==> config.mk <==
export PLATFORM = sky130hd
export DESIGN_NAME = bytemask_tag_gen
export DESIGN_NICKNAME = d
export VERILOG_FILES = /design/src/rtl/btg_pkg.sv /design/src/rtl/btg_mask_bank.sv /design/src/rtl/btg_crc_fold.sv /design/src/rtl/bytemask_tag_gen.sv
export SDC_FILE = /design/constraint.sdc
export NUM_CORES = 1
export LEC_CHECK = 0
export ABC_CLOCK_PERIOD_IN_PS = 4530
export BUFFER_PORTS_ARGS = -buffer_cell sky130_fd_sc_hd__buf_2
export CAP_MARGIN = 40
export CORE_MARGIN = 2
export CORE_UTILIZATION = 35
export DETAILED_ROUTE_END_ITERATION = 12
export SETUP_SLACK_MARGIN = 0.5
export SYNTH_ARGS = -nofsm -noshare
export SYNTH_HDL_FRONTEND = slang
export SYNTH_HIERARCHICAL = 1
export SYNTH_SLANG_ARGS = --single-unit
==> constraint.sdc <==
create_clock -name clk -period 4.53 [get_ports clk]
set_input_delay 0.6795 -clock clk [delete_from_list [all_inputs] [get_ports clk]]
set_output_delay 0.6795 -clock clk [all_outputs]
set_load 0.05 [all_outputs]
==> src/rtl/btg_pkg.sv <==
package btg_pkg;

    localparam int          TAG_W     = 32;
    localparam logic [31:0] CRC_POLY  = 32'h04C11DB7;
    localparam logic [31:0] CRC_SEED  = 32'hFFFF_FFFF;

    // Per-packet settings latched with the start beat
    typedef struct packed {
        logic             tag_en;
        logic [TAG_W-1:0] dflt;
    } pkt_cfg_t;

    // One byte into a left-shifting CRC-32, bit 7 first
    function automatic logic [31:0] crc32_byte(input logic [31:0] c, input logic [7:0] d);
        logic [31:0] r;
        logic        fb;
        r = c;
        for (int i = 7; i >= 0; i--) begin
            fb = r[31] ^ d[i];
            r  = {r[30:0], 1'b0} ^ (fb ? CRC_POLY : 32'h0);
        end
        return r;
    endfunction

endpackage

==> src/rtl/btg_mask_bank.sv <==
module btg_mask_bank #(
    parameter int NUM_MASKS  = 4,
    parameter int MASK_BYTES = 128,
    localparam int REGS      = MASK_BYTES / 8,
    localparam int NREG      = NUM_MASKS * REGS,
    localparam int AW        = $clog2(NREG),
    localparam int SW        = $clog2(NUM_MASKS),
    localparam int RW        = $clog2(REGS)
) (
    input  logic                  clk,
    input  logic                  rst,
    input  logic                  wr_en,
    input  logic [AW-1:0]         wr_addr,
    input  logic [7:0]            wr_data,
    input  logic [SW-1:0]         rd_sel,
    input  logic                  snap_en,
    output logic [MASK_BYTES-1:0] live_mask,
    output logic [MASK_BYTES-1:0] held_mask
);

    logic [7:0] regs     [NREG];
    logic [7:0] sel_regs [REGS];

    always_ff @(posedge clk) begin
        if (rst) begin
            for (int i = 0; i < NREG; i++) regs[i] <= '0;
        end else if (wr_en) begin
            regs[wr_addr] <= wr_data;
        end
    end

    always_comb begin
        for (int r = 0; r < REGS; r++) sel_regs[r] = regs[{rd_sel, RW'(r)}];
    end

    // Offset x lives in register x/8, lowest offset in bit 7
    for (genvar gx = 0; gx < MASK_BYTES; gx++) begin : g_bit
        assign live_mask[gx] = sel_regs[gx / 8][7 - (gx % 8)];
    end

    always_ff @(posedge clk) begin
        if (rst)          held_mask <= '0;
        else if (snap_en) held_mask <= live_mask;
    end

endmodule

==> src/rtl/btg_crc_fold.sv <==
module btg_crc_fold
    import btg_pkg::*;
(
    input  logic        clk,
    input  logic        rst,
    input  logic        beat,
    input  logic        start,
    input  logic        take,
    input  logic [7:0]  data,
    output logic [31:0] crc_nxt,
    output logic        hit_nxt
);

    logic [31:0] crc_q;
    logic        hit_q;
    logic [31:0] base;

    always_comb begin
        base    = start ? CRC_SEED : crc_q;
        crc_nxt = take ? crc32_byte(base, data) : base;
        hit_nxt = (start ? 1'b0 : hit_q) | take;
    end

    always_ff @(posedge clk) begin
        if (rst) begin
            crc_q <= CRC_SEED;
            hit_q <= 1'b0;
        end else if (beat) begin
            crc_q <= crc_nxt;
            hit_q <= hit_nxt;
        end
    end

endmodule

==> src/rtl/bytemask_tag_gen.sv <==
module bytemask_tag_gen
    import btg_pkg::*;
#(
    parameter int NUM_MASKS  = 4,
    parameter int MASK_BYTES = 128,
    localparam int REGS      = MASK_BYTES / 8,
    localparam int AW        = $clog2(NUM_MASKS * REGS),
    localparam int SW        = $clog2(NUM_MASKS),
    localparam int OW        = $clog2(MASK_BYTES)
) (
    input  logic             clk,
    input  logic             rst,
    input  logic             cfg_we,
    input  logic [AW-1:0]    cfg_addr,
    input  logic [7:0]       cfg_data,
    input  logic             in_valid,
    input  logic             in_sop,
    input  logic             in_eop,
    input  logic [7:0]       in_data,
    input  logic [SW-1:0]    in_mask_sel,
    input  logic             in_tag_en,
    input  logic [TAG_W-1:0] in_default_tag,
    output logic             tag_valid,
    output logic [TAG_W-1:0] tag_out
);

    logic                  busy_q;
    logic [OW-1:0]         off_q;
    pkt_cfg_t              cfg_q;
    pkt_cfg_t              cur_cfg;
    logic [OW-1:0]         cur_off;
    logic [MASK_BYTES-1:0] live_mask;
    logic [MASK_BYTES-1:0] held_mask;
    logic                  beat, sel_bit, take, last;
    logic [31:0]           crc_nxt;
    logic                  hit_nxt;

    btg_mask_bank #(.NUM_MASKS(NUM_MASKS), .MASK_BYTES(MASK_BYTES)) u_bank (
        .clk       (clk),
        .rst       (rst),
        .wr_en     (cfg_we),
        .wr_addr   (cfg_addr),
        .wr_data   (cfg_data),
        .rd_sel    (in_mask_sel),
        .snap_en   (in_valid && in_sop),
        .live_mask (live_mask),
        .held_mask (held_mask)
    );

    always_comb begin
        beat    = in_valid && (in_sop || busy_q);
        cur_off = in_sop ? '0 : off_q;
        if (in_sop) begin
            cur_cfg.tag_en = in_tag_en;
            cur_cfg.dflt   = in_default_tag;
        end else begin
            cur_cfg = cfg_q;
        end
        // start beat reads the bank directly; the snapshot is not loaded yet
        sel_bit = in_sop ? live_mask[0] : held_mask[off_q];
        take    = beat && cur_cfg.tag_en && sel_bit;
        last    = beat && (in_eop || cur_off == OW'(MASK_BYTES - 1));
    end

    btg_crc_fold u_crc (
        .clk     (clk),
        .rst     (rst),
        .beat    (beat),
        .start   (in_sop),
        .take    (take),
        .data    (in_data),
        .crc_nxt (crc_nxt),
        .hit_nxt (hit_nxt)
    );

    always_ff @(posedge clk) begin
        if (rst) begin
            busy_q    <= 1'b0;
            off_q     <= '0;
            cfg_q     <= '0;
            tag_valid <= 1'b0;
            tag_out   <= '0;
        end else begin
            tag_valid <= last;
            if (last) tag_out <= hit_nxt ? crc_nxt : cur_cfg.dflt;
            if (beat) begin
                busy_q <= !last;
                off_q  <= cur_off + OW'(1);
                if (in_sop) cfg_q <= cur_cfg;
            end
        end
    end

endmodule

==> After elaboration in Yosys (flattened, before gate mapping) <==
Memory sizes are Yosys's and may differ from the RTL's. A register that Yosys moved wholly into a read port is not among the register bits.
Index checks and enable logic that the tools add are counted.
{ "word_totals": {"wordCells": 65, "regBits": 235, "inputBits": 63, "memories": 1, "ram_bits": 512} }
{ "memory_table": {"columns": ["name", "depth", "word_bits", "read_ports", "rd_clocked_by_memory_dff", "write_ports", "line_no", "text"], "rows": [
  ["u_bank.regs", 64, 8, 16, 15, 64, "btg_mask_bank.sv:21", "logic [7:0] regs [NREG];"]
]} }
{ "op_classes": {"add_sub_neg": 1, "n_reduce_logical": 10, "n_mux": 25, "order_cmp": 1, "n_eq_ne": 1, "bitwise": 17} }
{ "ops": {"columns": ["operator", "count"], "rows": [
  ["$xor 32x32->32", 8],
  ["$mux 27", 8],
  ["$mux 32", 3],
  ["$mux 33", 1],
  ["$mux 1", 9],
  ["$lt 7x8->1 const B", 1],
  ["$mux 8", 1],
  ["$reduce_or 8->1", 1],
  ["$xor 1x1->1", 8],
  ["$add 7x1->7 const B", 1],
  ["$bmux 1 s7", 1],
  ["$eq 7x7->1 const B", 1],
  ["$mux 7", 1],
  ["$mux 6", 1],
  ["$logic_and 1x1->1", 5],
  ["$logic_or 1x1->1", 2],
  ["$reduce_and 2->1", 1],
  ["$logic_not 1->1", 1],
  ["$or 1x1->1", 1]
]} }

==> Depth between registers and ports, before layout <==
{ "logic_depth": {"ltp_word": 27, "ltp_mapped": 18, "depth_no_buf": 14} }

==> Modules after synthesis <==
Netlist, hierarchy kept.
{ "by_module_without_submodules": {"columns": ["mod", "seq_area_each_um2", "cells_each", "area_per_inst_um2", "n_inst"], "rows": [
  ["btg_mask_bank", 17937.2, 1851, 26346.5, 1],
  ["bytemask_tag_gen", 1481.4, 530, 4331.7, 1],
  ["btg_crc_fold", 660.6, 399, 3196.8, 1]
]} }

==> Worst setup path before layout <==
OpenSTA, ideal clock, no wires.
{ "synth_timing": {"path_type": "input port to flip-flop", "startpoint": "input in_mask_sel[1]", "endpoint": "register tag_out[0]", "path_stages": 16, "t_arrival_ns": 3.496, "setup_slack_ns": 0.964, "path_cell_list": "buf_2 -> buf_1 -> mux4_2 -> nand3_1 -> o21ai_0 -> o311ai_1 -> a21oi_1 -> clkbuf_1 -> clkbuf_1 -> a21o_1 -> clkbuf_1 -> clkbuf_1 -> nand2_1 -> o21ai_0 -> nand2_1 -> a21oi_1"} }
{ "synth_via": {"elab_chain_cells": 5, "word_cells_on_any_way": 6, "classes_between": "3 x mux; 1 x bitwise; 1 x reduce/logical; 1 x memory"} }
{ "synth_rtl": {"columns": ["item", "line_no", "text"], "rows": [
  ["from (decl)", "bytemask_tag_gen.sv:20", "input logic [SW-1:0] in_mask_sel,"],
  ["$mem_v2 64x8", null, null],
  ["net live_mask[0]", "bytemask_tag_gen.sv:32", "logic [MASK_BYTES-1:0] live_mask;"],
  ["$mux 1", "bytemask_tag_gen.sv:60", "sel_bit = in_sop ? live_mask[0] : held_mask[off_q];"],
  ["$logic_and 1x1->1", "bytemask_tag_gen.sv:61", "take = beat && cur_cfg.tag_en && sel_bit;"],
  ["net take", "bytemask_tag_gen.sv:34", "logic beat, sel_bit, take, last;"],
  ["$or 1x1->1", "btg_crc_fold.sv:21", "hit_nxt = (start ? 1'b0 : hit_q) | take;"],
  ["net hit_nxt", "bytemask_tag_gen.sv:36", "logic hit_nxt;"],
  ["$mux 32", "bytemask_tag_gen.sv:85", "if (last) tag_out <= hit_nxt ? crc_nxt : cur_cfg.dflt;"],
  ["to (signal assigned)", "bytemask_tag_gen.sv:85", null],
  ["to (decl)", "bytemask_tag_gen.sv:24", "output logic [TAG_W-1:0] tag_out"]
]} }
The timed path passes the listed nets, and every way through them passes these cells.
A chain may end at the register's enable or synchronous reset.

==> Worst setup path after layout <==
{ "layout_timing": {"startpoint": "register off_q[3]", "endpoint": "register tag_out[27]"} }
{ "layout_via": {"elab_chain_cells": 6, "word_cells_on_any_way": 11, "classes_between": "1 x eq/ne; 6 x mux; 1 x bitwise; 3 x reduce/logical"} }
{ "layout_rtl": {"columns": ["item", "line_no", "text"], "rows": [
  ["from (decl)", "bytemask_tag_gen.sv:28", "logic [OW-1:0] off_q;"],
  ["from (signal assigned)", "bytemask_tag_gen.sv:88", "off_q <= cur_off + OW'(1);"],
  ["$bmux 1 s7", "bytemask_tag_gen.sv:60", null],
  ["$mux 1 (implied by the code)", "bytemask_tag_gen.sv:60", null],
  ["$mux 1", "bytemask_tag_gen.sv:60", null],
  ["$logic_and 1x1->1", "bytemask_tag_gen.sv:61", null],
  ["net take", "bytemask_tag_gen.sv:34", null],
  ["$mux 32", "btg_crc_fold.sv:20", "crc_nxt = take ? crc32_byte(base, data) : base;"],
  ["net crc_nxt[27]", "bytemask_tag_gen.sv:35", "logic [31:0] crc_nxt;"],
  ["$mux 32", "bytemask_tag_gen.sv:85", null]
]} }
The timed path passes the listed nets, and every way through them passes these cells. The select of a mux whose other input is x is not followed.

==> results.json <==
{
  "grt_pass1_wl_mm": 148,
  "gr-usage-all-layers_pct": 20.3,
  "h-tree-depth": 3,
  "io_buffers": 95,
  "vias": 22350,
  "ys_seq_area_share_pct": 59.3,
  "hold_viol_final": 0,
  "max_clock_freq_mhz": 262,
  "p_leak_nw": 12.8,
  "r2r_cells": 15,
  "gp_congestion": 0.870,
  "synth_commonest_cells": "nor2_1 (658), edfxtp_1 (512), dfxtp_1 (235)",
  "fp.dieArea_um2": 99300,
  "hpwl_mm": 63.4,
  "fillCellCount": 9076,
  "synth_edf_count": 512,
  "clk_pin_slew_ps": 60,
  "drive_above_1_share_pct": 17.2,
  "skew_ps": 53.3,
  "worstPathCellList": "nor2b_1 > a22o_1 > o21ai_0 > a21oi_1 > o311ai_1 > a21oi_4 > clkinvlp_4 > buf_4 > or3_1 > mux2i_1 > a21oi_1 > nand2_1 > o21ai_0 > nand2_1 > a21oi_1",
  "worstSetupPathType": "reg -> reg",
  "cp_top_family": "compound AO/OA/AOI/OAI gates",
  "grt_overflow": 0,
  "whs_ps": 284,
  "crit_path_top_delay_cell": "dfxtp_1",
  "clkSinkCount": 747,
  "max_cap_violations": 0,
  "cts_buffer_depth": 3,
  "setup_viol": 0,
  "max_stage_delay_ps": 600,
  "setup.worst_path.start_class": "register",
  "min_period_over_period_pct": 84.4,
  "max_slew_margin_pct": 38.0,
  "ys_types": 75,
  "die_h_um": 315,
  "hold_buffers": 0,
  "viasPerCell": 5.38,
  "cts_setup_buffers": 0,
  "drc": 0,
  "synth_most_common_cell": "nor2_1",
  "grt_pass1_vias": 21219,
  "run_status": "completed",
  "synthArstFlopShare_pct": 0,
  "start_util_pct": 35.2,
  "ios": 96,
  "worst-path-buf-inv": 2,
  "powerDensity_nw_per_um2": 412,
  "fin_total_pwr_w": 0.0158,
  "rows": 114,
  "grt_setup_unrepaired": "false",
  "slew_viol_final": 0,
  "coreArea_um2": 96300,
  "syn_nets": 2844,
  "area_growth_pct": 13.1,
  "mappedNetlistArea_um2": 33900,
  "dr.pass1.iters": 7,
  "cts_resized": 1,
  "path_depth": 15,
  "drt_iter0_drc": 2864,
  "postRouteAntennaNets": 0,
  "ys_ff_latch": 747,
  "wire_per_inst_um": 24.5,
  "clk_latency_ps": 660,
  "cts_tree": "built",
  "syn_inst": 2780,
  "vdd_drop_max_mv": 0.272,
  "numCtsBuffers": 82,
  "drt-total-wl_mm": 102,
  "path_max_fanout": 17,
  "cp.required_ps": 5010,
  "cpMostUsedCell": "a21oi_1",
  "holdPathStages": 3,
  "synth_top_area_share_pct": 45.4,
  "yosys.area.top_type": "edfxtp_1",
  "hold_path_class": "in -> reg",
  "worst_slew_pin_slew_ps": 929,
  "fin_crit_ps": 3820,
  "layout.nets": 2874,
  "antenna_found_initial": 9,
  "synthTopCellsByArea": "edfxtp_1 (45%), dfxtp_1 (14%), mux4_2 (11%), nor2_1 (7.3%), mux2i_1 (5.0%)",
  "grt_max_degree": 164,
  "die_w_um": 315,
  "setup_tns_ps": 0,
  "ys.flop_type": "edfxtp_1",
  "worstPathArrival_ps": 4300,
  "clockRootBuffer": "clkbuf_16",
  "syn_avg_cell_area_um2": 12.2,
  "synth_warnings": 6,
  "critPathCaptureType": "register"
}
## placed cells by master (no fill, tap or decap), types with 10 or more instances in the layout
| cell type | instances |
|---|---|
| xor2_1 | 16 |
| clkbuf_16 | 84 |
| nand3_1 | 37 |
| clkinv_1 | 18 |
| and2_1 | 67 |
| xnor3_1 | 14 |
| nand2_1 | 223 |
| mux4_2 | 160 |
| buf_4 | 64 |
| nor2b_1 | 20 |
| a21oi_1 | 98 |
| o21bai_1 | 40 |
| a21o_1 | 17 |
| clkbuf_8 | 10 |
| xnor2_1 | 51 |
| edfxtp_1 | 512 |
| nor3_1 | 30 |
| o21ai_0 | 59 |
| dfxtp_1 | 233 |
| or2_2 | 11 |
| mux2i_1 | 170 |
| buf_2 | 91 |
| nor2_1 | 657 |
| clkbuf_1 | 23 |
## area by class of cell
class | count | area (µm²) | area share (%)
Antenna cell | 1 | 2.50 | 0.00653
Clock inverter | 35 | 273 | 0.712
Timing Repair Buffer | 166 | 1150 | 3.00
Sequential cell | 747 | 20100 | 52.4
Inverter | 13 | 60.1 | 0.157
Clock buffer | 116 | 2310 | 6.03
Tap cell | 1276 | 1600 | 4.17
Multi-Input combinational cell | 1800 | 12800 | 33.5
## power breakdown
part	leakage [nW]	switching [W]	internal, W
logic	4.80	0.000931	0.000616
clock network	1.25	0.00282	0.00364
registers	6.78	0.000152	0.00762
total	12.8	0.00391	0.0119
## flip-flops by register name, indices dropped and copies added, names as in the netlist
name / flops
off_q: 7
tag_valid: 1
u_crc/crc_q: 32
u_bank/regs: 512
u_crc/hit_q: 1
busy_q: 1
u_bank/held_mask: 128
cfg_q: 33
tag_out: 32
## cells by family (layout without fill, tap and decap cells)
kind of cell | after synthesis | after routing | synth area share [%]
AND/OR/NAND/NOR | 1099 | 1099 | 13.8
flip-flops | 747 | 747 | 59.3
multiplexers | 331 | 331 | 15.7
AO/OA/AOI/OAI | 283 | 283 | 5.32
buffers and inverters | 233 | 330 | 2.93
XOR/XNOR | 86 | 86 | 2.95
adder cells (fa/ha/maj) | 1 | 1 | 0.0369
other | 0 | 1 | 0
## worst min-delay path: stages
cell,delay (ps)
buf_2,100
nand2_1,50
a21oi_1,50
## stage by stage
step / setup WS [ps] / cells / utilization, % / area [µm²]
after detailed placement: 450 / 4002 / 37.1 / 35700
after floorplan: 964 / 2780 / - / 33900
after global placement: 488 / 3986 / 36.9 / 35600
final: 708 / 4154 / 39.8 / 38300
after global routing: 495 / 4154 / 39.8 / 38300
after CTS: 648 / 4153 / 39.8 / 38300
## routing by layer
layer	up-vias	global-route usage (%)	part of all wire, %
met2	980	32.3	47
met4	6	5.68	2.4
li1	10004	-	-
met1	11201	28.3	42
met5	-	0	0.025
met3	159	3.62	8.3
## path summary, 6_finish.rpt
check | startpoint | endpoint | slack (ps)
worst max-delay path | off_q[3]$_SDFFE_PP0P_ | tag_out[27]$_SDFFE_PP0P_ | 710
worst min-delay path | in_default_tag[25] | cfg_q[25]$_SDFFE_PP0P_ | 280
worst max register to register | off_q[3]$_SDFFE_PP0P_ | tag_out[27]$_SDFFE_PP0P_ | 710
worst min register to register | cfg_q[15]$_SDFFE_PP0P_ | cfg_q[15]$_SDFFE_PP0P_ | 450
Note: power is estimated with default switching activity, not from simulation.
